===== config.mk =====
export PLATFORM = sky130hd
export DESIGN_NAME = eag_top
export DESIGN_NICKNAME = d
export VERILOG_FILES = /design/src/rtl/eag_pkg.sv /design/src/rtl/eag_dec16.sv /design/src/rtl/eag_dec32.sv /design/src/rtl/eag_sum.sv /design/src/rtl/eag_top.sv
export SDC_FILE = /design/constraint.sdc
export NUM_CORES = 1
export LEC_CHECK = 0
export BUFFER_PORTS_ARGS = -buffer_cell sky130_fd_sc_hd__buf_2
export CORE_MARGIN = 5
export CORE_UTILIZATION = 52
export DETAILED_ROUTE_END_ITERATION = 8
export PLACE_DENSITY = 0.86
export SLEW_MARGIN = 30
export SYNTH_ARGS = -nofsm -noshare
export SYNTH_HDL_FRONTEND = slang
export SYNTH_SLANG_ARGS = --single-unit

===== constraint.sdc =====
create_clock -name clk -period 6.1 [get_ports clk]
set_input_delay 0.61 -clock clk [delete_from_list [all_inputs] [get_ports clk]]
set_output_delay 0.61 -clock clk [all_outputs]
set_load 0.02 [all_outputs]

===== src/rtl/eag_pkg.sv =====
// Package: shared types and constants of the offset generator.
// Assumes a 16-entry register file (4-bit indices) and 3-bit segment codes.
package eag_pkg;
    localparam int REG_IDX_W = 4;
    localparam int SEG_W     = 3;

    localparam logic [SEG_W-1:0] SEG_ES = 3'd0;
    localparam logic [SEG_W-1:0] SEG_CS = 3'd1;
    localparam logic [SEG_W-1:0] SEG_SS = 3'd2;
    localparam logic [SEG_W-1:0] SEG_DS = 3'd3;

    localparam logic [REG_IDX_W-1:0] IDX_BX = 4'd3;
    localparam logic [REG_IDX_W-1:0] IDX_SP = 4'd4;
    localparam logic [REG_IDX_W-1:0] IDX_BP = 4'd5;
    localparam logic [REG_IDX_W-1:0] IDX_SI = 4'd6;
    localparam logic [REG_IDX_W-1:0] IDX_DI = 4'd7;

    // Operand selection produced by either address-size decoder
    typedef struct packed {
        logic                 use_base;
        logic [REG_IDX_W-1:0] base_idx;
        logic                 use_index;
        logic [REG_IDX_W-1:0] index_idx;
        logic [1:0]           shift;
        logic                 stack_seg;
    } eag_sel_t;
endpackage


===== src/rtl/eag_dec16.sv =====
// Module: decodes 16-bit addressing fields into an operand selection.
// Assumes mod != 3 for meaningful output; index term is never scaled.
module eag_dec16
    import eag_pkg::*;
(
    input  logic [1:0] field_mod,
    input  logic [2:0] field_rm,
    output eag_sel_t   sel
);
    // Pick the fixed register pair for each rm value
    always_comb begin
        sel = '0;
        unique case (field_rm)
            3'd0: begin sel.use_base = 1'b1; sel.base_idx = IDX_BX;
                        sel.use_index = 1'b1; sel.index_idx = IDX_SI; end
            3'd1: begin sel.use_base = 1'b1; sel.base_idx = IDX_BX;
                        sel.use_index = 1'b1; sel.index_idx = IDX_DI; end
            3'd2: begin sel.use_base = 1'b1; sel.base_idx = IDX_BP;
                        sel.use_index = 1'b1; sel.index_idx = IDX_SI;
                        sel.stack_seg = 1'b1; end
            3'd3: begin sel.use_base = 1'b1; sel.base_idx = IDX_BP;
                        sel.use_index = 1'b1; sel.index_idx = IDX_DI;
                        sel.stack_seg = 1'b1; end
            3'd4: begin sel.use_base = 1'b1; sel.base_idx = IDX_SI; end
            3'd5: begin sel.use_base = 1'b1; sel.base_idx = IDX_DI; end
            3'd6: begin
                sel.base_idx = IDX_BP;
                if (field_mod != 2'd0) begin
                    sel.use_base  = 1'b1;
                    sel.stack_seg = 1'b1;
                end
            end
            default: begin sel.use_base = 1'b1; sel.base_idx = IDX_BX; end
        endcase
    end
endmodule


===== src/rtl/eag_dec32.sv =====
// Module: decodes 32-bit addressing fields, including the scaled form.
// Assumes mod != 3 for meaningful output; rm selects registers 0..7 only.
module eag_dec32
    import eag_pkg::*;
(
    input  logic [1:0]           field_mod,
    input  logic [2:0]           field_rm,
    input  logic [1:0]           sib_scale,
    input  logic [REG_IDX_W-1:0] sib_index,
    input  logic [REG_IDX_W-1:0] sib_base,
    output eag_sel_t             sel
);
    logic mod_zero;
    assign mod_zero = (field_mod == 2'd0);

    // Choose single-register or scaled-index form
    always_comb begin
        sel = '0;
        if (field_rm != 3'd4) begin
            sel.base_idx  = {1'b0, field_rm};
            sel.use_base  = !((field_rm == 3'd5) && mod_zero);
            sel.stack_seg = (field_rm == 3'd5) && !mod_zero;
        end else begin
            sel.index_idx = sib_index;
            sel.use_index = (sib_index != IDX_SP);
            sel.shift     = sib_scale;
            sel.base_idx  = sib_base;
            sel.use_base  = !((sib_base == IDX_BP) && mod_zero);
            sel.stack_seg = (sib_base == IDX_SP) ||
                            ((sib_base == IDX_BP) && !mod_zero);
        end
    end
endmodule


===== src/rtl/eag_sum.sv =====
// Module: adds base, shifted index and displacement; optional 16-bit wrap.
// Assumes DATA_W >= 16; overflow is discarded silently.
module eag_sum #(
    parameter int DATA_W = 32
) (
    input  logic [DATA_W-1:0] base_val,
    input  logic              use_base,
    input  logic [DATA_W-1:0] index_val,
    input  logic              use_index,
    input  logic [1:0]        shift,
    input  logic [DATA_W-1:0] disp,
    input  logic              narrow,
    output logic [DATA_W-1:0] offset
);
    localparam int NARROW_W = 16;

    logic [DATA_W-1:0] base_term;
    logic [DATA_W-1:0] index_term;
    logic [DATA_W-1:0] total;

    // Gate the terms, add, and optionally clip to 16 bits
    always_comb begin
        base_term  = use_base  ? base_val : '0;
        index_term = use_index ? (index_val << shift) : '0;
        total      = base_term + index_term + disp;
        offset     = narrow ? {{(DATA_W-NARROW_W){1'b0}}, total[NARROW_W-1:0]}
                            : total;
    end
endmodule


===== src/rtl/eag_top.sv =====
// Module: memory operand offset generator, one registered stage.
// Assumes the register file answers both read ports combinationally in the
// cycle the indices are driven. Segment base and limits are handled elsewhere.
module eag_top
    import eag_pkg::*;
#(
    parameter int DATA_W = 32
) (
    input  logic                 clk,
    input  logic                 rst_n,
    input  logic                 req_valid,
    input  logic                 addr32,
    input  logic [1:0]           field_mod,
    input  logic [2:0]           field_rm,
    input  logic [1:0]           sib_scale,
    input  logic [REG_IDX_W-1:0] sib_index,
    input  logic [REG_IDX_W-1:0] sib_base,
    input  logic [DATA_W-1:0]    disp,
    input  logic                 seg_ovr_valid,
    input  logic [SEG_W-1:0]     seg_ovr,
    output logic [REG_IDX_W-1:0] rd_base_idx,
    input  logic [DATA_W-1:0]    rd_base_data,
    output logic [REG_IDX_W-1:0] rd_index_idx,
    input  logic [DATA_W-1:0]    rd_index_data,
    output logic                 out_valid,
    output logic [DATA_W-1:0]    out_offset,
    output logic [SEG_W-1:0]     out_seg,
    output logic                 out_illegal
);
    eag_sel_t          sel16, sel32, sel;
    logic [DATA_W-1:0] sum_offset;
    logic [SEG_W-1:0]  seg_next;
    logic              illegal_next;
    logic              mode16_q;

    eag_dec16 u_dec16 (
        .field_mod (field_mod),
        .field_rm  (field_rm),
        .sel       (sel16)
    );

    eag_dec32 u_dec32 (
        .field_mod (field_mod),
        .field_rm  (field_rm),
        .sib_scale (sib_scale),
        .sib_index (sib_index),
        .sib_base  (sib_base),
        .sel       (sel32)
    );

    // Select decoder by address size and drive the read ports
    always_comb begin
        sel          = addr32 ? sel32 : sel16;
        rd_base_idx  = sel.base_idx;
        rd_index_idx = sel.index_idx;
    end

    eag_sum #(.DATA_W(DATA_W)) u_sum (
        .base_val  (rd_base_data),
        .use_base  (sel.use_base),
        .index_val (rd_index_data),
        .use_index (sel.use_index),
        .shift     (sel.shift),
        .disp      (disp),
        .narrow    (!addr32),
        .offset    (sum_offset)
    );

    // Resolve segment: override wins, else stack or data default
    always_comb begin
        illegal_next = (field_mod == 2'd3);
        if (seg_ovr_valid) seg_next = seg_ovr;
        else               seg_next = sel.stack_seg ? SEG_SS : SEG_DS;
    end

    // Register the result of each request
    always_ff @(posedge clk) begin
        if (!rst_n) begin
            out_valid   <= 1'b0;
            out_offset  <= '0;
            out_seg     <= '0;
            out_illegal <= 1'b0;
            mode16_q    <= 1'b0;
        end else begin
            out_valid <= req_valid;
            if (req_valid) begin
                out_offset  <= illegal_next ? '0 : sum_offset;
                out_seg     <= seg_next;
                out_illegal <= illegal_next;
                mode16_q    <= !addr32;
            end
        end
    end

    // valid follows request by one cycle
    a_r2_valid_follows: assert property (@(posedge clk) disable iff (!rst_n)
        req_valid |=> out_valid);
    a_r2_valid_drops: assert property (@(posedge clk) disable iff (!rst_n)
        !req_valid |=> !out_valid);
    // illegal request reports zero offset
    a_r9_illegal_zero: assert property (@(posedge clk) disable iff (!rst_n)
        (out_valid && out_illegal) |-> (out_offset == '0));
    // 16-bit results never reach the upper half
    a_r3_upper_zero: assert property (@(posedge clk) disable iff (!rst_n)
        (out_valid && mode16_q) |-> (out_offset[DATA_W-1:16] == '0));
    // 16-bit displacement-only form
    a_r4_disp_only: assert property (@(posedge clk) disable iff (!rst_n)
        (req_valid && !addr32 && field_mod == 2'd0 && field_rm == 3'd6 && !seg_ovr_valid)
        |=> (out_offset[15:0] == $past(disp[15:0]) && out_seg == SEG_DS));
    // scaled form with neither base nor index
    a_r7_sib_disp_only: assert property (@(posedge clk) disable iff (!rst_n)
        (req_valid && addr32 && field_mod == 2'd0 && field_rm == 3'd4 &&
         sib_index == IDX_SP && sib_base == IDX_BP && !seg_ovr_valid)
        |=> (out_offset == $past(disp) && out_seg == SEG_DS));
    // override replaces the default segment
    a_r8_override: assert property (@(posedge clk) disable iff (!rst_n)
        (req_valid && seg_ovr_valid) |=> (out_seg == $past(seg_ovr)));
endmodule


# Word level (Yosys, flattened, before mapping)
# Cells that the tools add are included.
word_totals:
  memories: 0
  regBits: 37
  ram_bits: 0
  romBits: 0
  latch_bits: 0
  inputBits: 119
  word_cells: 46
  out_inout_bits: 45
classes:
  bitwise_logic: 0
  eq_ne: 11
  shift: 1
  n_mux: 14
  n_addsub: 2
  n_div: 0
  n_reduce_logical: 14
  multipliers: 0
  n_lt_le_gt_ge: 0
op_table:
  columns: ["operator", "count"]
  rows:
  - ["$mux W32", 4]
  - ["$add A32 B32 Y32", 2]
  - ["$shl A32 B2 Y32", 1]
  - ["$pmux W5 S4", 1]
  - ["$mux W13", 1]
  - ["$pmux W5 S2", 1]
  - ["$eq A3 B3 Y1 const B", 3]
  - ["$eq A4 B3 Y1 const B", 2]
  - ["$mux W7", 1]
  - ["$eq A3 B2 Y1 const B", 2]
  - ["$reduce_or A2 Y1", 3]
  - ["$mux W5", 1]
  - ["$logic_and A1 B1 Y1", 4]
  - ["$ne A4 B3 Y1 const B", 1]
  - ["$eq A3 B1 Y1 const B", 1]
  - ["$logic_not A1 Y1", 3]
  - ["$logic_not A3 Y1", 1]
  - ["$mux W1", 3]
  - ["$mux W3", 1]
  - ["$ne A3 B3 Y1 const B", 1]
  - ["$eq A2 B2 Y1 const B", 1]
  - ["$logic_not A2 Y1", 1]
  - ["$pmux W1 S2", 1]
  - ["$reduce_bool A2 Y1", 1]
  - ["$logic_or A1 B1 Y1", 1]

# Depth between registers and ports, before layout
# Gate-level depths: netlist (run 1).
logic_depth:
  depth_word: 12
  mapped_depth: 17
  ltp_nobuf: 14

# Hierarchy
# Synthesis (run 1) repeated with hierarchy kept, for this count alone.
unflattened:
  cells_unflattened: 599
  hier_area_um2: 5277.6
by_module_without_submodules:
  columns: ["module", "cells_per_inst", "n_inst", "seq_area_each_um2", "area_each_um2"]
  rows:
  - ["eag_sum", 445, 1, 0.0, 3587.2]
  - ["eag_top", 116, 1, 740.7, 1405.1]
  - ["eag_dec32", 21, 1, 0.0, 171.4]
  - ["eag_dec16", 17, 1, 0.0, 113.9]

# Worst setup path before layout (run 1)
# Ideal clock, no wire load.
synth_timing:
  path_type: "input -> register"
  startpoint: "in sib_index[3]"
  endpoint: "reg out_offset[29]"
  n_path_buf: 1
  path_stages: 15
  arrival_time_ns: 4.640
  required_time_ns: 6.005
  setup_slack_ns: 1.364
  setup_time_ns: 0.095
  cell_sequence: "or4b_2 > a21oi_1 > a21o_1 > clkbuf_1 > nor2_1 > fa_1 > ha_1 > fa_1 > a21o_1 > a221o_1 > o2111ai_2 > a22o_4 > nor4_2 > or4_1 > o311ai_1"
synth_via:
  elab_chain_len: 8
synth_rtl:
  columns: ["element", "line_no", "source"]
  rows:
  - ["from (decl)", "eag_top.sv:16", "input logic [REG_IDX_W-1:0] sib_index,"]
  - ["$ne A4 B3 Y1", "eag_dec32.sv:25", "sel.use_index = (sib_index != IDX_SP);"]
  - ["$mux W7", "eag_dec32.sv:19", "if (field_rm != 3'd4) begin"]
  - ["$mux W13", "eag_top.sv:53", "sel = addr32 ? sel32 : sel16;"]
  - ["$mux W32", "eag_sum.sv:24", "index_term = use_index ? (index_val << shift) : '0;"]
  - ["$add A32 B32 Y32 (2 in series)", "eag_sum.sv:25", "total = base_term + index_term + disp;"]
  - ["$mux W32", "eag_sum.sv:26", "offset = narrow ? {{(DATA_W-NARROW_W){1'b0}}, total[NARROW_W-1:0]}"]
  - ["$mux W32", "eag_top.sv:87", "out_offset <= illegal_next ? '0 : sum_offset;"]
  - ["to (signal assigned)", "eag_top.sv:87", null]
  - ["to (decl)", "eag_top.sv:26", "output logic [DATA_W-1:0] out_offset,"]
# No other way between the ends.
# A chain may end at the register's enable or synchronous reset.

# Worst setup path after layout (run 1)
# Same ends and word-level chain as after synthesis.

==> results.cfg, run 1 <==
[detailed_routing]
first_pass_iters = 5
first_iter_violations = 379
drc = 0
wl_per_cell_um = 18.17
ant_nets = 0
routed_wirelength_um = 14560
num_vias = 4896
via_per_inst = 6.112

[die]
io_pins = 164
rows = 34
fp.dieArea_sq_um = 10820
die_w_um = 104.0
start_util_pct = 52.97
core_area_sq_um = 8678
die_y_um = 104.0

[sta]
hold_viol_final = 0
tightest_slew_ps = 832.2
rsz0062_at_grt = no
finalCritPeriodShare_pct = 81.84
relSlewSlack_pct = 44.52
period_minus_slack_ps = 4992
slew_viol_final = 0
skew_ps = 0
holdWs_ps = 453.6
report.final.setup_viol = 0
fmax_mhz = 200.3
fin_setup_tns_ps = 0

[placed_design]
port_buffers = 163
dpl-instance-area_sq_um = 5465
place.gp.congestion = 0.9486
dp_hpwl_um = 11890

[global_routing]
grt_overflow_total = 0
antenna_found_initial = 0
grt_start_max_net_pins = 31
track_usage_pct = 26.15
grt_pass1_vias = 4963
grt_pass1_wl_um = 23990

[synth]
synth_simple_gate_area_share_pct = 18.67
synth-xor-area-share_pct = 5.634
synth_edf_count = 0
synth_seq_cells = 37
synth-compound-area-share_pct = 26.76
synthArstFlopShare_pct = 0
synth_seq_area_share_pct = 16.11
syn_nets = 727
syn-cell-area_sq_um = 4597
yosys_warnings = 0
syn_area_per_cell_sq_um = 8.419
synthMuxAreaShare_pct = 6.750
ys_types = 63
synth_top_family_by_area = compound AO/OA/AOI/OAI gates
synth_fa_ha_area_share_pct = 22.10
synth_cells = 546
yosys_most_used_dff = dfxtp_1

[power]
p_leak_nw = 2.803
power_density_nw_per_um2 = 211.5
finalPower_w = 0.001174
peakVddDrop_mv = 0.1029

[clock_tree]
post_cts_resized = 0
clkLatencyLatePin_ps = 290
cts.path.max_buffers = 2
clock_sinks = 37
clk_pin_slew_worst_paths_ps = 90
cts_made_buffers = 5
cts_root_buf = clkbuf_8
cts_tree = done
cts_setup_buffers = 0
cts_max_level = 2
cts_hold_buf = 0

[worst_hold_path]
hold_class = register to register
whs_path_depth = 2
worstHoldStart = out_offset[12]
whs_endpoint = out_offset[12]

[outcome]
status = completed

[job]
drv_cap = 0

[critical_path]
cp-end-kind = register
rr_startpoint = out_offset[6]
crit_path_start_kind = input port
worst-setup-path-type = input port to register
worstReg2RegEnd = out_offset[6]
crit_start = sib_index[3]
reg2reg_depth = 2
reg2reg_slack_ps = 5370
cp_data_arrival_time_ps = 5190
worst_ep_required_time_ps = 6290
crit_path_max_fanout = 19

[layout]
diodes = 0
multi_input_area_sq_um = 3682
layout-drive-gt1-share_pct = 28.14
ff_latch_area_sq_um = 740.7
fill_cells = 769
final_cell_area_sq_um = 5550
nets = 873
syn_to_final_growth_pct = 20.74
-- flip-flops by register name, summed over array words and instances (netlist names) --
name and cells:
out_illegal 1, out_offset 32, out_seg 3, out_valid 1
-- cell families after synthesis --
kind of cell,count (synthesis)
compound gates,185
simple gates,160
fa+ha+maj,62
buf+inv,43
flops,37
mux,31
xor+xnor,28
-- through the flow --
stage               utilization, %  cells  setup WS (ps)
floorplan                        -    546           1364
global placement             62.98    793           1042
detailed placement           62.98    793          878.1
CTS                          63.93    801           1167
global route                 63.96    801          939.8
finish                       63.96    801           1108
-- cell type report --
| class | count | area share (%) |
|---|---|---|
| clock inverters | 2 | 0.1803 |
| repair buffers | 169 | 15.51 |
| well taps | 108 | 2.435 |
| clock buffers | 6 | 1.307 |
| inverters | 13 | 0.8792 |
| multi-input cells | 466 | 66.34 |
| flip-flops and latches | 37 | 13.35 |
-- metal layers --
layer	GRT usage (%)	share of wire, %
met1	33.05	41
met2	43.81	48
met3	5.400	7.5
met4	9.713	3.1
met5	0	0
-- layout by cell type (no fill, tap or decap), drive strengths merged, types with 18 or more instances in the layout --
cell     n
buf    169
xor2    18
dfxtp   37
ha      30
nand2   50
fa      32
and2    41
nor2    18
o22ai   34
a21oi   38
o21ai   39
mux2i   31
-- synth_stat cells, drive strengths merged (3+ instances only) --
master	count	area (sq um)
a21oi	38	190.2
and3	5	31.28
dfxtp	37	740.7
nand4	3	18.77
mux2i	31	310.3
o21a	6	45.04
nand2	50	190.2
a221o	3	30.03
buf	11	62.56
o2111ai	3	32.53
nor2b	15	93.84
xnor2	9	78.83
nor2	18	67.56
a31oi	4	25.02
a211oi	5	42.54
inv	13	48.80
fa	32	640.6
ha	30	375.4
o211ai	6	45.04
o21ai	39	195.2
nor3	8	40.04
and2	41	256.5
nand3	9	45.04
o22ai	34	212.7
xor2	18	157.7
o21bai	7	52.55
a21o	17	130.1
clkbuf	19	71.32
-- power by group --
group          internal [W]  switching (W)  leakage [nW]
Clock             0.0000796      0.0000990        0.0450
Sequential         0.000269      0.0000141         0.303
Combinational      0.000290       0.000422          2.46
-- worst max-delay path, cell delays in order --
cell and delay, ps:
buf_2 110, or4b_2 690, a21oi_1 200, a21o_1 530, nor2_1 150, fa_1 490, ha_1 250, fa_1 410
a21o_1 220, a221o_1 360, o2111ai_2 290, a22o_4 220, nor4_2 50, or4_1 500, o311ai_1 100
-- how the worst max path moves through the flow --
stage                           endpoint  slack [ps]
after global placement    out_offset[29]        1040
after floorplan           out_offset[29]        1360
after global routing      out_offset[29]         940
after CTS                 out_offset[29]        1170
final                     out_offset[29]        1110
after detailed placement  out_offset[29]         880
No activity file was read; power rests on OpenSTA's default activity.
==> run 2, diff against run 1 <==
--- a/config.mk
+++ b/config.mk
@@ -5,9 +5,10 @@
 export SDC_FILE = /design/constraint.sdc
 export NUM_CORES = 1
 export LEC_CHECK = 0
+export ABC_AREA = 1
 export BUFFER_PORTS_ARGS = -buffer_cell sky130_fd_sc_hd__buf_2
 export CORE_MARGIN = 5
-export CORE_UTILIZATION = 52
+export CORE_UTILIZATION = 53
 export DETAILED_ROUTE_END_ITERATION = 8
 export PLACE_DENSITY = 0.86
 export SLEW_MARGIN = 30
==> constraint.sdc (replaced) <==
create_clock -name clk -period 4.76 [get_ports clk]
set_input_delay 0.476 -clock clk [delete_from_list [all_inputs] [get_ports clk]]
set_output_delay 0.476 -clock clk [all_outputs]
set_load 0.02 [all_outputs]
==> run 2 against run 1 <==
Against the previous run:
- total power increased by 36%
- final area increased by 7.9%
- via count increased by 18%
- clock skew unchanged
- worst hold slack got worse by 61 ps
- clock power increased by 91%
- worst setup slack got worse by 170 ps
- wire length increased by 15%
- first-iteration DRC count decreased by 5.5%
- count of clock-buffer cells in the layout decreased by 1
- critical path type unchanged
- largest cell class unchanged
- highest routed layer unchanged
==> results.cfg, run 2 <==
[synth]
synth_seq_cells = 37
synth_seq_area_share_pct = 15.00
yosysTopAreaCellShare_pct = 15.00
synth_area_leaders = dfxtp_1 15%, nand2_1 14%, fa_1 13%
synth_cells = 764
yosys_warnings = 0
yosysMostFrequentCell = nand2_1
ys_top_cells_by_count = 181 x nand2_1, 86 x nor2_1, 81 x inv_1, 73 x a21oi_1, 61 x nand3_1
syn_area_per_cell_sq_um = 6.464
syn_nets = 945
yosys_most_used_dff = dfxtp_1
synthArstFlopShare_pct = 0
syn-cell-area_sq_um = 4938
ys_types = 37
synth_edf_count = 0
yosysTopAreaCell = dfxtp_1

[layout]
diodes = 0
multi_input_area_sq_um = 3766
syn_to_final_growth_pct = 21.23
layout-drive-gt1-share_pct = 22.20
final_common_cell = nand2_1
reg_top3 = out_offset: 32 flops, out_seg: 3 flops
fin_cells = 1030
fill_cells = 895
top_register = out_offset
ff_latch_area_sq_um = 740.7
nets = 1099
largest_reg_flops = 32
final_cell_mix = 181 x nand2_1, 163 x buf_2, 86 x nor2_1

[placed_design]
dp.cells = 1022
dp_hpwl_um = 14140
place.gp.congestion = 0.9747
port_buffers = 163

[sta]
hold_viol_final = 0
report.final.setup_viol = 0
period_minus_slack_ps = 3823
fmax_mhz = 261.5
tightest_slew_ps = 812.2
rsz0062_at_grt = no
slew_viol_final = 0
relSlewSlack_pct = 45.80
finalCritPeriodShare_pct = 80.32
fin_setup_tns_ps = 0
skew_ps = 0
holdWs_ps = 393.1

[global_routing]
track_usage_pct = 29.58
grtUsageMet1_pct = 36.40
grtUsageMet3_pct = 5.768
met2_usage_pct = 50.68
grt_start_max_net_pins = 36
grt_overflow_total = 0
grt_pass1_vias = 5671
grt_pass1_wl_um = 27100
antenna_found_initial = 0
busiest_layer = met2

[die]
core_area_sq_um = 9153
die_y_um = 106.5
rows = 35
die_w_um = 106.5
fp.dieArea_sq_um = 11350
io_pins = 164
start_util_pct = 53.96

[critical_path]
cp_slowest_cell = fa_1
path_cells = buf_2, inv_2, nor3_2, nand2_1, nand2_1, nand2_1, buf_4, o22ai_1, fa_1, ha_1, nand3_1, nand2_1, nand2_1, nand2_1, nand3_1, nand2_1, nand3_1, nand3_1, nand3_1, a21oi_1
cp_data_arrival_time_ps = 4060
cp_common_cell = nand2_1
crit_path_max_fanout = 30
reg2reg_depth = 2
rr_startpoint = out_offset[22]
crit_path_start_kind = input port
crit_start = addr32
worst_ep_required_time_ps = 4990
cp-end-kind = register
max_stage_delay_ps = 500
worst-setup-path-type = input port to register

[clock_tree]
clkLatencyLatePin_ps = 300
post_cts_resized = 0
clk_pin_slew_worst_paths_ps = 80
cts.path.max_buffers = 2
cts_root_buf = clkbuf_8
cts_made_buffers = 5
cts_tree = done
cts_setup_buffers = 0
clock_sinks = 37
cts_hold_buf = 0
cts_max_level = 2

[outcome]
status = completed

[detailed_routing]
ant_nets = 0
num_vias = 5769
first_pass_iters = 5
via_per_inst = 5.601
routed_wirelength_um = 16710
first_iter_violations = 358
wl_per_cell_um = 16.22
drc = 0

[job]
drv_cap = 0

[worst_hold_path]
hold_class = input port to register
whs_path_depth = 3
worstHoldStart = seg_ovr[1]

[power]
peakVddDrop_mv = 0.1406
p_leak_nw = 3.301
power_density_nw_per_um2 = 265.9
==> run 2: cell count changes in the layout (fill, tap and decap cells not counted), moves of 8 or more <==
cell / before / now
or2_2: 0 / 13
nor2b_1: 14 / 0
inv_1: 13 / 81
nand2_1: 49 / 181
xor2_1: 18 / 1
and2_1: 41 / 1
xnor2_1: 9 / 1
a21oi_1: 38 / 73
a21o_1: 15 / 6
nand3_1: 9 / 61
nand4_1: 3 / 14
nor2_1: 18 / 86
==> run 2: critical path: cells and delay by family <==
kind,cells,cell delay (ps)
buffers and inverters,3,490
AO/OA/AOI/OAI,2,500
AND/OR/NAND/NOR,13,1720
adder cells (fa/ha/maj),2,860
==> run 2: final timing paths <==
kind | end | slack [ps]
setup / recovery | out_offset[30] | 940
hold / removal | out_seg[1] | 390
setup reg to reg | out_offset[22] | 4090
hold reg to reg | out_offset[26] | 460
==> run 2: cell type report <==
| class | instances | area share, % |
|---|---|---|
| Timing Repair Buffer | 170 | 14.71 |
| Clock buffer | 5 | 1.149 |
| Sequential cell | 37 | 12.37 |
| Clock inverter | 3 | 1.149 |
| Multi-Input combinational cell | 618 | 62.90 |
| Tap cell | 111 | 2.320 |
| Inverter | 86 | 5.392 |
==> run 2: routing by layer <==
layer  share of wire, %  vias to the layer above
met5                  0                        -
met2                 47                      266
li1                   -                     2853
met3                7.5                       45
met1                 42                     2605
met4                3.9                        0
==> run 2: stage by stage <==
| stage | setup slack (ps) | utilization (%) | total power, W | area (sq um) |
|---|---|---|---|---|
| after CTS | 968.8 | 65.41 | 0.001583 | 5987 |
| after global routing | 489.5 | 65.41 | 0.001719 | 5987 |
| after detailed placement | 659.8 | 63.91 | 0.001242 | 5849 |
| after global placement | 689.5 | 63.91 | 0.001230 | 5849 |
| final | 936.5 | 65.41 | 0.001592 | 5987 |
| after floorplan | 1211 | - | 0.0009634 | 4938 |
==> run 2: cell families (layout without fill, tap and decap cells) <==
family | count (synthesis) | after routing | share of synthesized area (%)
and+or+nand+nor | 378 | 378 | 33.06
AOI/OAI and AO/OA | 147 | 147 | 16.39
buffers and inverters | 109 | 264 | 8.741
DFF | 37 | 37 | 15.00
muxes | 29 | 29 | 5.878
xor gates and xnor gates | 2 | 2 | 0.3548
adders and majority gates | 62 | 62 | 20.57
==> run 2: report_power, final <==
part | switching, W | internal [W] | total (W)
Clock | 0.000130 | 0.000211 | 0.000341
Combinational | 0.000571 | 0.000326 | 0.000897
Sequential | 0.0000144 | 0.000340 | 0.000354
Total | 0.000715 | 0.000877 | 0.00159
